**config.mk**
```make
export PLATFORM = sky130hd
export DESIGN_NAME = sbyte_serial_if
export DESIGN_NICKNAME = d
export VERILOG_FILES = /design/src/rtl/sbyte_pkg.sv /design/src/rtl/sbyte_sync.sv /design/src/rtl/sbyte_ctrl.sv /design/src/rtl/sbyte_datapath.sv /design/src/rtl/sbyte_serial_if.sv
export SDC_FILE = /design/constraint.sdc
export NUM_CORES = 1
export LEC_CHECK = 0
export ABC_AREA = 1
export BUFFER_PORTS_ARGS = -buffer_cell sky130_fd_sc_hd__buf_4
export CORE_MARGIN = 2
export CORE_UTILIZATION = 45
export DETAILED_ROUTE_END_ITERATION = 7
export PLACE_DENSITY = 0.69
export REMOVE_ABC_BUFFERS = 1
export SLEW_MARGIN = 20
export SYNTH_ARGS = -nofsm -noshare
export SYNTH_HDL_FRONTEND = slang
export SYNTH_SLANG_ARGS = --single-unit
```
**constraint.sdc**
```tcl
create_clock -name clk -period 2.6 [get_ports clk]
set_input_delay 0.26 -clock clk [delete_from_list [all_inputs] [get_ports clk]]
set_output_delay 0.26 -clock clk [all_outputs]
set_load 0.05 [all_outputs]
```
**src/rtl/sbyte_pkg.sv**
```systemverilog
package sbyte_pkg;
  localparam int BYTE_W = 8;
  localparam int KEY_GW = 5;

  typedef enum logic [1:0] {PH_HDR, PH_DATA, PH_DROP} phase_e;

  localparam logic [3:0] REG_KEY  = 4'd0;
  localparam logic [3:0] REG_DISP = 4'd1;
  localparam logic [3:0] REG_XADR = 4'd2;
  localparam logic [3:0] REG_YADR = 4'd3;
  localparam logic [3:0] REG_PTA  = 4'd4;
  localparam logic [3:0] REG_PTB  = 4'd5;
  localparam logic [3:0] REG_CTL1 = 4'd8;
  localparam logic [3:0] REG_CTL2 = 4'd9;

  typedef struct packed {
    logic       shiftIn;
    logic       wrByte;
    logic       rdAdvance;
    logic       loadTx;
    logic       shiftTx;
    logic       toRam;
    logic [3:0] regNum;
  } strobes_t;
endpackage

```
**src/rtl/sbyte_sync.sv**
```systemverilog
module sbyte_sync #(
  parameter int STAGES = 2
) (
  input  logic clk,
  input  logic rstN,
  input  logic csNIn,
  input  logic sclkIn,
  input  logic sdiIn,
  output logic selected,
  output logic sclkRise,
  output logic sclkFall,
  output logic sdiS
);
  logic [STAGES-1:0] csPipe, sclkPipe, sdiPipe;
  logic sclkLast;

  always_ff @(posedge clk or negedge rstN) begin
    if (!rstN) begin
      csPipe   <= '1;
      sclkPipe <= '0;
      sdiPipe  <= '0;
      sclkLast <= 1'b0;
    end else begin
      csPipe   <= {csPipe[STAGES-2:0], csNIn};
      sclkPipe <= {sclkPipe[STAGES-2:0], sclkIn};
      sdiPipe  <= {sdiPipe[STAGES-2:0], sdiIn};
      sclkLast <= sclkPipe[STAGES-1];
    end
  end

  assign selected = ~csPipe[STAGES-1];
  assign sclkRise = sclkPipe[STAGES-1] & ~sclkLast;
  assign sclkFall = ~sclkPipe[STAGES-1] & sclkLast;
  assign sdiS     = sdiPipe[STAGES-1];
endmodule

```
**src/rtl/sbyte_ctrl.sv**
```systemverilog
module sbyte_ctrl import sbyte_pkg::*; (
  input  logic              clk,
  input  logic              rstN,
  input  logic              selected,
  input  logic              sclkRise,
  input  logic              sclkFall,
  input  logic [BYTE_W-1:0] rxByte,
  output strobes_t          strb,
  output logic              sdoEn
);
  localparam int CNT_W = $clog2(BYTE_W);

  logic [CNT_W-1:0] bitCnt;
  phase_e phase;
  logic isRead, toRam, needLoad;
  logic [3:0] regNum;
  logic byteEnd, prefixOk;

  assign byteEnd  = selected && sclkRise && (bitCnt == CNT_W'(BYTE_W - 1));
  assign prefixOk = (rxByte[7:6] == 2'b11);

  always_comb begin
    strb.shiftIn   = selected && sclkRise;
    strb.wrByte    = byteEnd && (phase == PH_DATA) && !isRead;
    strb.rdAdvance = byteEnd && (phase == PH_DATA) && isRead;
    strb.loadTx    = selected && sclkFall && needLoad;
    strb.shiftTx   = selected && sclkFall && !needLoad && sdoEn;
    strb.toRam     = toRam;
    strb.regNum    = regNum;
  end

  always_ff @(posedge clk or negedge rstN) begin
    if (!rstN) begin
      bitCnt   <= '0;
      phase    <= PH_HDR;
      isRead   <= 1'b0;
      toRam    <= 1'b0;
      regNum   <= '0;
      needLoad <= 1'b0;
      sdoEn    <= 1'b0;
    end else if (!selected) begin
      bitCnt   <= '0;
      phase    <= PH_HDR;
      isRead   <= 1'b0;
      needLoad <= 1'b0;
      sdoEn    <= 1'b0;
    end else begin
      if (sclkRise) begin
        bitCnt <= bitCnt + 1'b1;
        if (byteEnd) begin
          if (phase == PH_HDR) begin
            if (prefixOk) begin
              phase    <= PH_DATA;
              isRead   <= rxByte[4];
              toRam    <= rxByte[5] || (rxByte[3:0] == REG_DISP);
              regNum   <= rxByte[3:0];
              needLoad <= rxByte[4];
            end else begin
              phase <= PH_DROP;
            end
          end else if (phase == PH_DATA && isRead) begin
            needLoad <= 1'b1;
          end
        end
      end
      if (sclkFall && needLoad) begin
        needLoad <= 1'b0;
        sdoEn    <= 1'b1;
      end
    end
  end

  AST_DESEL_NO_DRIVE: assert property (@(posedge clk) disable iff (!rstN)
    !selected |=> !sdoEn);
  AST_DESEL_COUNT_CLEAR: assert property (@(posedge clk) disable iff (!rstN)
    !selected |=> (bitCnt == '0));
  AST_DRIVE_ON_FALL: assert property (@(posedge clk) disable iff (!rstN)
    $rose(sdoEn) |-> $past(sclkFall));
  AST_NO_WRITE_WHILE_DRIVING: assert property (@(posedge clk) disable iff (!rstN)
    sdoEn |-> !strb.wrByte);
  AST_DROP_NO_STROBE: assert property (@(posedge clk) disable iff (!rstN)
    (phase == PH_DROP) |-> !(strb.wrByte || strb.rdAdvance));
endmodule

```
**src/rtl/sbyte_datapath.sv**
```systemverilog
module sbyte_datapath import sbyte_pkg::*; #(
  parameter int KEY_GROUPS = 5,
  parameter int X_W        = 4,
  parameter int Y_W        = 5
) (
  input  logic                         clk,
  input  logic                         rstN,
  input  strobes_t                     strb,
  input  logic                         sdiS,
  input  logic [KEY_GROUPS*KEY_GW-1:0] keyState,
  input  logic [BYTE_W-1:0]            ramRdData,
  output logic [BYTE_W-1:0]            rxByte,
  output logic                         sdo,
  output logic                         ramWrStrobe,
  output logic [BYTE_W-1:0]            ramWrData,
  output logic                         ramRdStrobe,
  output logic [X_W-1:0]               xAddr,
  output logic [Y_W-1:0]               yAddr,
  output logic                         portA,
  output logic                         portAEn,
  output logic [BYTE_W-1:0]            portB,
  output logic                         portBEn,
  output logic [BYTE_W-1:0]            ctrl1,
  output logic                         dispOn
);
  localparam int KCNT_W = BYTE_W - KEY_GW;

  logic [BYTE_W-1:0] shReg, txReg, rdMux;
  logic [KCNT_W-1:0] keyCnt;
  logic [KEY_GW-1:0] keyGroups [KEY_GROUPS];
  logic [KEY_GW-1:0] keyGrp;
  logic keyAdv, regWr;

  for (genvar g = 0; g < KEY_GROUPS; g++) begin : g_keyGrp
    assign keyGroups[g] = keyState[g*KEY_GW +: KEY_GW];
  end

  always_comb begin
    keyGrp = '0;
    for (int g = 0; g < KEY_GROUPS; g++)
      if (keyCnt == KCNT_W'(g)) keyGrp = keyGroups[g];
  end

  assign rxByte      = {shReg[BYTE_W-2:0], sdiS};
  assign sdo         = txReg[BYTE_W-1];
  assign regWr       = strb.wrByte && !strb.toRam;
  assign keyAdv      = strb.rdAdvance && !strb.toRam && (strb.regNum == REG_KEY);
  assign ramWrStrobe = strb.wrByte && strb.toRam;
  assign ramWrData   = rxByte;
  assign ramRdStrobe = strb.rdAdvance && strb.toRam;

  always_comb begin
    rdMux = '0;
    if (strb.toRam) begin
      rdMux = ramRdData;
    end else begin
      case (strb.regNum)
        REG_KEY:  rdMux = {keyCnt, keyGrp};
        REG_XADR: rdMux = BYTE_W'(xAddr);
        REG_YADR: rdMux = BYTE_W'(yAddr);
        REG_PTA:  rdMux = BYTE_W'(portA);
        REG_PTB:  rdMux = portB;
        REG_CTL1: rdMux = ctrl1;
        REG_CTL2: rdMux = BYTE_W'(dispOn);
        default:  rdMux = '0;
      endcase
    end
  end

  always_ff @(posedge clk or negedge rstN) begin
    if (!rstN) begin
      shReg   <= '0;
      txReg   <= '0;
      keyCnt  <= '0;
      xAddr   <= '0;
      yAddr   <= '0;
      portA   <= 1'b0;
      portAEn <= 1'b0;
      portB   <= '0;
      portBEn <= 1'b0;
      dispOn  <= 1'b0;
    end else begin
      if (strb.shiftIn) shReg <= rxByte;
      if (strb.loadTx) txReg <= rdMux;
      else if (strb.shiftTx) txReg <= {txReg[BYTE_W-2:0], 1'b0};
      if (keyAdv)
        keyCnt <= (keyCnt == KCNT_W'(KEY_GROUPS - 1)) ? '0 : keyCnt + 1'b1;
      if (regWr) begin
        case (strb.regNum)
          REG_XADR: xAddr <= rxByte[X_W-1:0];
          REG_YADR: yAddr <= rxByte[Y_W-1:0];
          REG_PTA: begin
            portA   <= rxByte[0];
            portAEn <= 1'b1;
          end
          REG_PTB: begin
            portB   <= rxByte;
            portBEn <= 1'b1;
          end
          REG_CTL2: dispOn <= rxByte[0];
          default: ;
        endcase
      end
    end
  end

  // Control 1 deliberately has no reset term: it survives reset.
  always_ff @(posedge clk) begin
    if (regWr && strb.regNum == REG_CTL1)
      ctrl1 <= {rxByte[7:4], 2'b00, rxByte[1:0]};
  end

  AST_KEY_INDEX_RANGE: assert property (@(posedge clk) disable iff (!rstN)
    keyCnt < KCNT_W'(KEY_GROUPS));
  AST_KEY_INDEX_WRAP: assert property (@(posedge clk) disable iff (!rstN)
    (keyAdv && keyCnt == KCNT_W'(KEY_GROUPS - 1)) |=> (keyCnt == '0));
  AST_PORTA_EN_STICKY: assert property (@(posedge clk) disable iff (!rstN)
    portAEn |=> portAEn);
  AST_PORTB_EN_STICKY: assert property (@(posedge clk) disable iff (!rstN)
    portBEn |=> portBEn);
  AST_RAM_STROBE_EXCL: assert property (@(posedge clk) disable iff (!rstN)
    !(ramWrStrobe && ramRdStrobe));
endmodule

```
**src/rtl/sbyte_serial_if.sv**
```systemverilog
module sbyte_serial_if import sbyte_pkg::*; #(
  parameter int SYNC_STAGES = 2,
  parameter int KEY_GROUPS  = 5,
  parameter int X_W         = 4,
  parameter int Y_W         = 5
) (
  input  logic                         clk,
  input  logic                         rstN,
  input  logic                         csN,
  input  logic                         sclk,
  input  logic                         sdi,
  output logic                         sdo,
  output logic                         sdoEn,
  input  logic [KEY_GROUPS*KEY_GW-1:0] keyState,
  input  logic [BYTE_W-1:0]            ramRdData,
  output logic                         ramRdStrobe,
  output logic                         ramWrStrobe,
  output logic [BYTE_W-1:0]            ramWrData,
  output logic [X_W-1:0]               xAddr,
  output logic [Y_W-1:0]               yAddr,
  output logic                         portA,
  output logic                         portAEn,
  output logic [BYTE_W-1:0]            portB,
  output logic                         portBEn,
  output logic [BYTE_W-1:0]            ctrl1,
  output logic                         dispOn
);
  logic selected, sclkRise, sclkFall, sdiS;
  logic [BYTE_W-1:0] rxByte;
  strobes_t strb;

  sbyte_sync #(.STAGES(SYNC_STAGES)) u_sync (
    .clk(clk), .rstN(rstN), .csNIn(csN), .sclkIn(sclk), .sdiIn(sdi),
    .selected(selected), .sclkRise(sclkRise), .sclkFall(sclkFall), .sdiS(sdiS)
  );

  sbyte_ctrl u_ctrl (
    .clk(clk), .rstN(rstN), .selected(selected), .sclkRise(sclkRise),
    .sclkFall(sclkFall), .rxByte(rxByte), .strb(strb), .sdoEn(sdoEn)
  );

  sbyte_datapath #(.KEY_GROUPS(KEY_GROUPS), .X_W(X_W), .Y_W(Y_W)) u_dp (
    .clk(clk), .rstN(rstN), .strb(strb), .sdiS(sdiS), .keyState(keyState),
    .ramRdData(ramRdData), .rxByte(rxByte), .sdo(sdo),
    .ramWrStrobe(ramWrStrobe), .ramWrData(ramWrData), .ramRdStrobe(ramRdStrobe),
    .xAddr(xAddr), .yAddr(yAddr), .portA(portA), .portAEn(portAEn),
    .portB(portB), .portBEn(portBEn), .ctrl1(ctrl1), .dispOn(dispOn)
  );
endmodule

```
; Yosys cells after proc, flatten, opt, wreduce, memory -nomap -nowiden
; Cells that the tools add are included.
[word_totals]
regBits = 65
out_inout_bits = 41
wordCells = 116
[op_classes]
n_addsub = 2
n_eq_ne = 15
mux = 30
bitwise_logic = 5
reduce_logical = 42
[ops]
columns = op, n
row1 = $pmux W8 S7, 1
row2 = $mux W5, 5
row3 = $mux W8, 3
row4 = $logic_and A1 B1 Y1, 17
row5 = $mux W1, 13
row6 = $reduce_bool A2 Y1, 6
row7 = $mux W2, 5
row8 = $reduce_and A2 Y1, 5
row9 = $mux W3, 3
row10 = $eq A4 B2 Y1 const B, 2
row11 = $eq A4 B3 Y1 const B, 2
row12 = $eq A4 B4 Y1 const B, 2
row13 = $reduce_and A4 Y1, 2
row14 = $add A3 B1 Y3 const B, 2
row15 = $eq A3 B2 Y1 const B, 2
row16 = $eq A3 B3 Y1 const B, 2
row17 = $reduce_bool A3 Y1, 2
row18 = $reduce_and A5 Y1, 1
row19 = $eq A4 B1 Y1 const B, 1
row20 = $logic_not A4 Y1, 1
row21 = $ne A4 B3 Y1 const B, 1
row22 = $reduce_bool A4 Y1, 1
row23 = $eq A3 B1 Y1 const B, 1
row24 = $logic_not A1 Y1, 3
row25 = other kinds (8), 11

; Longest topological paths before layout
; Gate-level depths: netlist of the first run.
[logic_depth]
word_depth = 9
ltp_mapped = 14
depth_no_buf = 14

; Hierarchy
; From an unflattened synthesis of the first run, not the netlist that was laid out.
[hier_totals]
hier_cells = 461
hier_area_um2 = 3497.1
[by_module_without_submodules]
columns = module, n_inst, cells_each, area_each_um2, seq_area_each_um2
row1 = sbyte_datapath, 1, 361, 2562.5, 1156.1
row2 = sbyte_ctrl, 1, 88, 738.2, 325.3
row3 = sbyte_sync, 1, 12, 196.4, 177.7

; Least setup slack after synthesis of the first run
; Ideal clock, no wire load.
[synth_path]
path_kind = flip-flop to output port
from = register u_ctrl.bitCnt[0]
to = output ramWrStrobe
t_arrival_ns = 1.725
required_time_ns = 2.340
path_slack_ns = 0.615
stages_incl_launch_ff = 7
n_path_buf = 0
cell_sequence = dfrtp_1 > ha_1 > ha_1 > nand4_4 > nor3_4 > nand2_2 > nor2_1
[synth_between]
elab_chain_cells = 5
[synth_rtl]
columns = item, line
row1 = from (decl), sbyte_ctrl.sv:13  ; logic [CNT_W-1:0] bitCnt;
row2 = from (signal assigned), sbyte_ctrl.sv:49  ; bitCnt <= bitCnt + 1'b1;
row3 = $eq A3 B3 Y1, sbyte_ctrl.sv:19  ; assign byteEnd = selected && sclkRise && (bitCnt == CNT_W'(BYTE_W - 1));
row4 = $logic_and A1 B1 Y1, sbyte_ctrl.sv:19
row5 = $logic_and A1 B1 Y1 (2 in series), sbyte_ctrl.sv:24  ; strb.wrByte = byteEnd && (phase == PH_DATA) && !isRead;
row6 = $logic_and A1 B1 Y1, sbyte_datapath.sv:48  ; assign ramWrStrobe = strb.wrByte && strb.toRam;
row7 = to (decl), sbyte_serial_if.sv:17  ; output logic ramWrStrobe,
; No other way between the ends.

; Worst setup path after layout of the first run
; Ends and elaborated chain as after synthesis.

==> results of run 1 <==
[cell usage in the layout (no fill, tap or decap), types with 3 or more instances in the layout]
cell      netlist  layout
a21oi_1        16      16
buf_4           3      77
clkbuf_8        0       9
clkinv_1        2       3
dfrtp_1        57      57
edfxtp_1        6       6
ha_1            7       7
inv_1          46      46
nand2_1       150     150
nand2_2         5       5
nand3_1        21      21
nor2_1         40      40
nor2_2          3       3
nor3_1          3       3
o21ai_0        37      37
o21ai_2         7       7
[sequential cells by signal, summed over array words and instances, names as in the netlist, 2 cells and up]
| name | count |
|---|---|
| u_sync.csPipe | 2 |
| u_ctrl.regNum | 4 |
| u_dp.yAddr | 5 |
| u_sync.sclkPipe | 2 |
| u_dp.keyCnt | 3 |
| u_ctrl.bitCnt | 3 |
| u_dp.txReg | 8 |
| u_dp.ctrl1 | 6 |
| u_dp.portB | 8 |
| u_dp.shReg | 7 |
| u_ctrl.phase | 2 |
| u_sync.sdiPipe | 2 |
| u_dp.xAddr | 4 |
[critical path, cell delays in order, from the launching register on]
cell and delay [ps]:
dfrtp_1 370, ha_1 160, ha_1 180, nand4_4 120, nor3_4 190, nand2_2 140
nor2_1 150, buf_4 220
[how the worst min path moves through the flow]
stage                               to
floorplan             u_ctrl.bitCnt[0]
global placement     u_sync.sdiPipe[1]
detailed placement  u_sync.sclkPipe[1]
CTS                  u_sync.sdiPipe[0]
global route         u_sync.sdiPipe[0]
finish                   u_dp.shReg[1]
[layout make-up]
cell class / instances / area share [%]
multi-input combinational: 306 / 34.79
tap: 99 / 2.939
inverter: 50 / 4.571
clock inverter: 7 / 1.692
timing repair buffer: 77 / 13.71
sequential: 65 / 39.36
clock buffer: 9 / 2.939
[cells by family after synthesis]
logic type               synth area share [%]
AO/OA/AOI/OAI                           11.16
adder cells (fa/ha/maj)                 2.594
buffers and inverters                   7.524
flip-flops                              49.15
other                                  0.1111
AND/OR/NAND/NOR                         29.47
[power by group]
group | switching [mW] | total (mW) | leakage (nW) | internal (mW)
registers | 0.0412 | 1.10 | 0.813 | 1.06
logic | 0.186 | 0.275 | 1.25 | 0.0884
clock network | 0.407 | 0.847 | 0.0929 | 0.441
total | 0.634 | 2.23 | 2.15 | 1.59
[per-stage QoR]
step / hold slack, ps / util (%) / cell area [sq um] / worst slack, ps
6_report: -12.74 / 58.12 / 4215 / 477.4
5_1_grt: 5.165 / 58.12 / 4215 / 316.4
4_1_cts: 12.23 / 58.12 / 4215 / 428.4
3_5_place_dp: 334.7 / 55.43 / 4020 / 677.1
3_3_place_gp: 334.8 / 55.43 / 4020 / 740.0
2_1_floorplan: -35.59 / - / 3318 / 614.6
[layer usage]
metal | vias up | global-route usage, % | part of all wire (%)
li1 | 1513 | - | -
met1 | 1348 | 27.96 | 44
met2 | 83 | 33.33 | 48
met3 | 10 | 4.508 | 6.4
met4 | 0 | 7.308 | 1.8
met5 | - | 0 | 0
==> flow_metrics.py, run 1 <==
metrics = {
    "drt": {
        "dr.pass1.iters": 5,
        "wl_um": 8074,
        "ant_nets": 0,
        "viasPerCell": 4.819,
        "via_count": 2954,
        "drc": 0,
        "wire_per_inst_um": 13.17,
        "drt_iter0_markers": 212,
    },
    "yosys": {
        "synth.distinct_cells": 33,
        "synth_edf_count": 6,
        "synth.top_cell.area_share_pct": 42.25,
        "syn_avg_cell_area_sq_um": 7.869,
        "syn_inst": 429,
        "synth.largest_area_cell": "dfrtp_1",
        "yosysMostFrequentCell": "nand2_1",
        "synth_sequential_area_ratio_pct": 49.15,
        "synth_warnings": 0,
        "synthFlopType": "dfrtp_1",
        "ys_seq_elements": 65,
        "yosys-top-cells-count": "nand2_1, dfrtp_1, inv_1",
        "synthesis.area_sq_mm": 0.003376,
        "ys_async_sr_fraction_pct": 90.77,
        "yosys-top-cells-area": "dfrtp_1, nand2_1, o21ai_0",
    },
    "sta": {
        "hold_viol_final": 9,
        "finClkSkew_ps": 8.409,
        "hold_slack_ps": -12.74,
        "maxSlewViolCount": 0,
        "max_freq_ghz": 0.4711,
        "finalCriticalPeriod_ps": 2123,
        "rsz0062_at_grt": "no",
        "slew_headroom_pct": 49.57,
        "finalSetupViolCount": 0,
        "worst_pin_slew_ps": 756.5,
        "period_share_pct": 81.64,
        "tns_ps": 0,
    },
    "global_route": {
        "antenna_found_initial": 0,
        "grt_pass1_wl_um": 13620,
        "first_global_vias": 2844,
        "grt-ovfl-total": 0,
        "grtUsageTotal_pct": 20.80,
        "grt_max_degree": 60,
    },
    "die": {
        "coreArea_sq_mm": 0.007253,
        "die_area_sq_mm": 0.008210,
        "die_x_um": 90.61,
        "fp.dieH_um": 90.61,
        "start_util_pct": 46.54,
        "io_pins": 79,
        "rows": 31,
    },
    "cells_and_area": {
        "drive_above_1_share_pct": 23.15,
        "multi_input_comb_area_sq_mm": 0.001466,
        "syn_to_final_growth_pct": 24.87,
        "nets": 554,
        "diodes": 0,
        "final_cells": 613,
        "fill_cells": 670,
        "register_area_sq_mm": 0.001659,
    },
    "placed_design": {
        "placedCellCount": 597,
        "io_buffer_count": 76,
        "dp_hpwl_um": 6098,
        "place_congestion": 0.8358,
    },
    "cts": {
        "clk_pin_slew_ps": 80,
        "cts_setup_buffers": 0,
        "cts_tree": "done",
        "cts.htree.levels": 3,
        "cts_buffer_depth": 2,
        "cts_resized": 0,
        "root_buffer": "clkbuf_8",
        "numCtsBuffers": 9,
        "cts_hold_buffers": 0,
        "clock_latency_ps": 330,
        "clock-sinks": 65,
    },
    "power_and_ir_drop": {
        "power_mw": 2.225,
        "p_per_area_mw_per_mm2": 527.9,
        "ir_worst_vdd_mv": 0.4104,
        "leakagePower_nw": 2.153,
    },
    "run": {
        "timing.max_cap.violations": 0,
    },
    "setup_path": {
        "r2r_end": "u_ctrl.isRead",
        "crit_arrival_ps": 1860,
        "path_class": "reg2out",
        "cp-startpoint": "u_ctrl.bitCnt[0]",
        "startpoint_type": "register",
        "crit_path_end_kind": "output pin",
        "r2r_start": "u_ctrl.bitCnt[0]",
        "reg2reg_slack_ps": 660,
        "worstPathRequired_ps": 2340,
        "critPathCapture": "ramWrStrobe",
        "worstPathMaxFanout": 3,
        "r2r_cells": 9,
    },
    "hold_path": {
        "hp-class": "in2async",
    },
    "status": {
        "status": "complete, but fails checks",
        "violations": "hold timing",
    },
}
No activity file was read; power rests on OpenSTA's default activity.
==> inputs of run 2 (changes only) <==
ABC_AREA = 0   (was 1)
PLACE_DENSITY = 0.71   (was 0.69)
clock period = 1.8 ns   (was 2.6 ns; I/O delays follow)
==> flow_metrics.py, run 2 <==
metrics = {
    "status": {
        "status": "complete, but fails checks",
        "violations": "setup timing",
    },
    "setup_path": {
        "path_class": "reg2reg",
        "cpMostUsedCell": "buf_6",
        "crit_path_end_kind": "register",
        "worstPathRequired_ps": 2030,
        "crit_arrival_ps": 2270,
        "critPathBufInv": 2,
        "cpMaxStageDelayCell": "dfrtp_1",
        "critical-path-max-stage-delay_ps": 370,
        "path_cells": "ha_2, ha_4, or2b_4, buf_6, nor4_4, buf_6, mux2_4",
        "crit_family": "simple AND/OR/NAND/NOR gates",
        "worstPathMaxFanout": 5,
        "startpoint_type": "register",
    },
    "cts": {
        "clk_pin_slew_ps": 80,
        "cts.htree.levels": 3,
        "clock-sinks": 65,
        "numCtsBuffers": 9,
        "cts_tree": "done",
        "root_buffer": "clkbuf_8",
        "cts_buffer_depth": 2,
        "clock_latency_ps": 350,
    },
    "placed_design": {
        "dp_hpwl_um": 6327,
        "io_buffer_count": 76,
        "place_area_sq_mm": 0.004202,
        "place_congestion": 0.8096,
        "post-place-ws_ps": -194.5,
    },
    "die": {
        "die_area_sq_mm": 0.008248,
        "io_pins": 79,
        "rows": 31,
        "fp.dieH_um": 90.82,
        "die_x_um": 90.82,
        "coreArea_sq_mm": 0.007292,
        "start_util_pct": 46.52,
    },
    "global_route": {
        "grt_max_degree": 60,
        "grtUsageTotal_pct": 22.67,
        "grt_pass1_wl_um": 14700,
        "antenna_found_initial": 0,
        "grt-ovfl-total": 0,
        "first_global_vias": 2942,
    },
    "yosys": {
        "synth_warnings": 0,
        "syn_avg_cell_area_sq_um": 11.12,
        "yosys-top-cells-area": "dfrtp_1, mux2_2, edfxtp_1",
        "synth.top_cell.area_share_pct": 42.05,
        "ys_seq_elements": 65,
        "syn_inst": 305,
        "synth_sequential_area_ratio_pct": 48.91,
        "synth_edf_count": 6,
        "synthesis.area_sq_mm": 0.003392,
        "yosysMostFrequentCell": "dfrtp_1",
        "synth.largest_area_cell": "dfrtp_1",
        "synth.distinct_cells": 56,
        "synthFlopType": "dfrtp_1",
        "ys_async_sr_fraction_pct": 90.77,
        "yosys-top-cells-count": "dfrtp_1, mux2_2, nand2_1",
    },
    "power_and_ir_drop": {
        "leakagePower_nw": 2.163,
        "ir_worst_vdd_mv": 0.8032,
        "p_per_area_mw_per_mm2": 752.5,
    },
    "drt": {
        "wl_um": 9185,
        "viasPerCell": 5.493,
        "met2WireLength_um": 4591,
        "met1Wirelength_um": 3965,
        "route.met3.wl_um": 519,
        "ant_nets": 0,
        "top_layer": "met4",
        "wire_per_inst_um": 17.70,
        "drc": 0,
        "dr.pass1.iters": 4,
        "via_count": 2851,
        "drt_iter0_markers": 218,
    },
    "cells_and_area": {
        "fill_cells": 582,
        "utilization_pct": 64.76,
        "syn_to_final_growth_pct": 39.21,
        "design_area_sq_mm": 0.004722,
        "top_regs": "u_dp.portB x8, u_dp.txReg x8, u_dp.shReg x7",
        "drive_above_1_share_pct": 48.33,
        "final_cell_mix": "buf_4, dfrtp_1, nand2_1",
        "nets": 460,
        "diodes": 0,
        "layout_commonest_cell": "buf_4",
    },
    "sta": {
        "finalCriticalPeriod_ps": 2043,
        "slew_headroom_pct": 50.67,
        "rsz0062_at_grt": "yes",
        "hold_viol_final": 0,
        "finClkSkew_ps": 15.17,
        "tns_ps": -2602,
        "hold_slack_ps": 129.1,
        "finalSetupViolCount": 28,
        "maxSlewViolCount": 0,
        "max_freq_ghz": 0.4896,
        "fin_ws_ps": -242.5,
        "worst_pin_slew_ps": 739.9,
        "period_share_pct": 113.5,
    },
    "run": {
        "timing.max_cap.violations": 0,
    },
    "hold_path": {
        "hp-class": "in2reg",
    },
}
[run 2: changes by cell type after synthesis, moves of 9 or more]
| cell | before | now |
|---|---|---|
| nand2_1 | 150 | 31 |
| mux2_2 | 0 | 31 |
| inv_1 | 46 | 10 |
| a211oi_1 | 0 | 9 |
| nand3_1 | 21 | 3 |
| nor2_1 | 40 | 16 |
| o21ai_0 | 37 | 12 |
[run 2: metal layers]
layer,global-route usage (%),vias to the layer above
met5,0,-
met4,9.975,0
met3,4.007,10
met2,38.37,94
met1,28.48,1409
li1,-,1338
[run 2: power breakdown]
group	switching [mW]	internal (mW)	leakage [nW]
clock network	0.609	0.626	0.101
registers	0.157	1.57	0.813
logic	0.367	0.227	1.25
[run 2: worst paths after layout]
| check | slack, ps | depth (start not counted) | end | start |
|---|---|---|---|---|
| worst max-delay path | -240 | 7 | u_ctrl.regNum[1] | u_ctrl.bitCnt[0] |
| worst min-delay path | 130 | 3 | u_dp.txReg[5] | ramRdData[5] |
| worst max register to register | -240 | 7 | u_ctrl.regNum[1] | u_ctrl.bitCnt[0] |
| worst min register to register | 350 | 0 | u_sync.sdiPipe[1] | u_sync.sdiPipe[0] |
| max in group asynchronous | 820 | 2 | u_sync.sclkPipe[1] | rstN |
| min in group asynchronous | 440 | 2 | u_sync.sdiPipe[1] | rstN |
[run 2: what timing repair did]
| item | 4_1_cts | 5_1_grt |
|---|---|---|
| gates cloned | 0 | 0 |
| hold endpoints to repair | 60 | 0 |
| pin swaps | 3 | 10 |
| hold buffers | 4 | 0 |
| setup endpoints to repair | 39 | 45 |
| buffers inserted | 2 | 3 |
| gates resized for setup | 22 | 38 |
[run 2: cell type report]
| cell class | count | area, sq um | share of cell area [%] |
|---|---|---|---|
| Clock buffer | 11 | 162.7 | 3.445 |
| Clock inverter | 5 | 35.03 | 0.7419 |
| Inverter | 10 | 37.54 | 0.7949 |
| Multi-Input combinational cell | 213 | 1789 | 37.89 |
| Sequential cell | 65 | 1663 | 35.21 |
| Tap cell | 99 | 123.9 | 2.623 |
| Timing Repair Buffer | 116 | 910.9 | 19.29 |
[run 2: worst reg2reg max path, cell delays in order, from the launching register on]
cell     delay [ps]
dfrtp_1         370
ha_2            200
ha_4            120
or2b_4          290
buf_6           130
nor4_4          320
buf_6           190
mux2_4          310
[run 2: through the flow]
stage | std cells | power, mW
after global routing | 519 | 3.686
final | 519 | 3.553
after CTS | 517 | 3.538
after global placement | 495 | 2.297
after detailed placement | 495 | 2.315
after floorplan | 288 | 2.033
[run 2: cells by family after synthesis]
| family | after synthesis | share of synthesized area (%) |
|---|---|---|
| AND/OR/NAND/NOR | 99 | 17.12 |
| XOR/XNOR | 1 | 0.2583 |
| adder cells (fa/ha/maj) | 7 | 2.582 |
| multiplexers | 42 | 13.65 |
| flip-flops | 65 | 48.91 |
| buffers and inverters | 28 | 4.906 |
| AO/OA/AOI/OAI | 62 | 12.47 |
| other | 1 | 0.1106 |
==> inputs of run 3 (changes only) <==
CTS_BUF_LIST = sky130_fd_sc_hd__clkbuf_2   (was default)
==> flow_metrics.py, run 3 (same netlist as run 2, synthesis figures left out) <==
metrics = {
    "setup_path": {
        "worstPathMaxFanout": 3,
        "reg2reg_slack_ps": -280,
        "critical-path-max-stage-delay_ps": 400,
        "crit_arrival_ps": 1970,
        "cpMaxStageDelayCell": "dfrtp_1",
        "path_class": "reg2out",
        "critPathBufInv": 1,
        "path_cells": "ha_2, ha_4, or2b_4, nor4_4, and2_4, buf_8",
        "cp-startpoint": "u_ctrl.bitCnt[0]",
        "crit_family": "simple AND/OR/NAND/NOR gates",
        "startpoint_type": "register",
        "worst-path-stages": 6,
        "r2r_cells": 7,
        "worstPathRequired_ps": 1620,
        "r2r_end": "u_ctrl.regNum[0]",
        "crit_path_end_kind": "output pin",
        "r2r_start": "u_ctrl.bitCnt[0]",
        "critPathCapture": "ramWrStrobe",
    },
    "cells_and_area": {
        "final_cell_mix": "buf_4, dfrtp_1, nand2_1",
        "diodes": 0,
        "fill_cells": 597,
        "drive_above_1_share_pct": 47.17,
        "register_area_sq_mm": 0.001664,
        "top_regs": "u_dp.portB x8, u_dp.txReg x8, u_dp.shReg x7",
        "multi_input_comb_area_sq_mm": 0.001757,
        "syn_to_final_growth_pct": 36.92,
        "nets": 464,
        "layout_commonest_cell": "buf_4",
    },
    "status": {
        "violations": "setup timing",
        "status": "complete, but fails checks",
    },
    "drt": {
        "wire_per_inst_um": 17.27,
        "drt_iter0_markers": 235,
        "dr.pass1.iters": 4,
        "wl_um": 9030,
        "via_count": 2878,
        "ant_nets": 0,
        "drc": 0,
        "viasPerCell": 5.503,
    },
    "die": {
        "coreArea_sq_mm": 0.007292,
        "rows": 31,
        "start_util_pct": 46.52,
        "die_x_um": 90.82,
        "fp.dieH_um": 90.82,
        "io_pins": 79,
        "die_area_sq_mm": 0.008248,
    },
    "placed_design": {
        "place_congestion": 0.8096,
        "io_buffer_count": 76,
        "dp_hpwl_um": 6327,
    },
    "cts": {
        "cts_tree": "done",
        "cts_buffer_depth": 2,
        "clock_latency_ps": 500,
        "root_buffer": "clkbuf_2",
        "clock-sinks": 65,
        "clk_pin_slew_ps": 220,
        "cts.htree.levels": 3,
        "numCtsBuffers": 9,
    },
    "sta": {
        "finClkSkew_ps": 30.61,
        "fin_ws_ps": -350.4,
        "finalCriticalPeriod_ps": 2150,
        "maxSlewViolCount": 0,
        "period_share_pct": 119.5,
        "finalSetupViolCount": 27,
        "slew_headroom_pct": 50.12,
        "rsz0062_at_grt": "yes",
        "hold_slack_ps": 58.75,
        "hold_viol_final": 0,
        "worst_pin_slew_ps": 748.2,
        "max_freq_ghz": 0.4650,
    },
    "global_route": {
        "grt_max_degree": 60,
        "grtUsageTotal_pct": 22.73,
        "grt_pass1_wl_um": 14720,
        "first_global_vias": 2929,
        "top_usage_layer": "met2",
        "antenna_found_initial": 0,
        "met3_usage_pct": 5.927,
        "grt-ovfl-total": 0,
        "use_met1_pct": 28.76,
        "grt_util_met2_pct": 38.43,
    },
    "run": {
        "timing.max_cap.violations": 0,
    },
    "hold_path": {
        "holdCritStartpoint": "keyState[21]",
        "hp-class": "in2reg",
    },
    "power_and_ir_drop": {
        "leakagePower_nw": 2.130,
        "p_per_area_mw_per_mm2": 688.4,
        "ir_worst_vdd_mv": 0.6959,
        "power_mw": 3.197,
    },
}
## run 3: layout make-up
type / instances / share of cell area, %
repair buffers: 120 / 20.42
multi-input cells: 213 / 37.82
inverters: 10 / 0.8082
clock buffers: 9 / 0.9698
well taps: 99 / 2.667
clock inverters: 7 / 1.482
flip-flops and latches: 65 / 35.83
## run 3: report_power, final
group / internal (mW) / switching [mW] / total (mW)
Combinational: 0.228 / 0.364 / 0.592
Clock: 0.321 / 0.562 / 0.884
Sequential: 1.57 / 0.153 / 1.72
## run 3: per-stage QoR
step | TNS, ps | instance area, sq um | worst slack, ps | std cells | utilization, %
2_1_floorplan | -2465 | 3267 | -121.6 | 288 | -
3_3_place_gp | -2397 | 4202 | -155.3 | 495 | 57.62
3_5_place_dp | -3866 | 4202 | -194.5 | 495 | 57.62
4_1_cts | -3002 | 4536 | -426.1 | 520 | 62.20
5_1_grt | -5248 | 4644 | -483.3 | 523 | 63.69
6_report | -3354 | 4644 | -350.4 | 523 | 63.69
## run 3: worst min-delay path: stages
cell	delay, ps
buf_4	110
o221ai_1	190
a211oi_1	70
## run 3: layer usage
metal / wire (um) / vias to the layer above / part of all wire (%)
met2: 4559 / 99 / 50
met4: 110 / 0 / 1.2
li1: - / 1353 / -
met3: 545 / 8 / 6.0
met5: 0 / - / 0
met1: 3815 / 1418 / 42
## run 3: what timing repair did
item                       CTS  global route
setup endpoints to repair   40            46
hold endpoints to repair    63             0
resized for setup           27            27
hold buffers                 7             0
setup buffers                2             5
pin swaps                    4             6
## run 3: worst min-delay path by stage
stage,to,slack (ps),depth (start not counted)
floorplan,u_ctrl.bitCnt[0],-120,0
global placement,u_sync.sdiPipe[0],290,1
detailed placement,u_sync.sdiPipe[1],290,1
CTS,u_dp.txReg[1],30,3
global route,u_dp.txReg[0],10,4
finish,u_dp.txReg[1],60,3
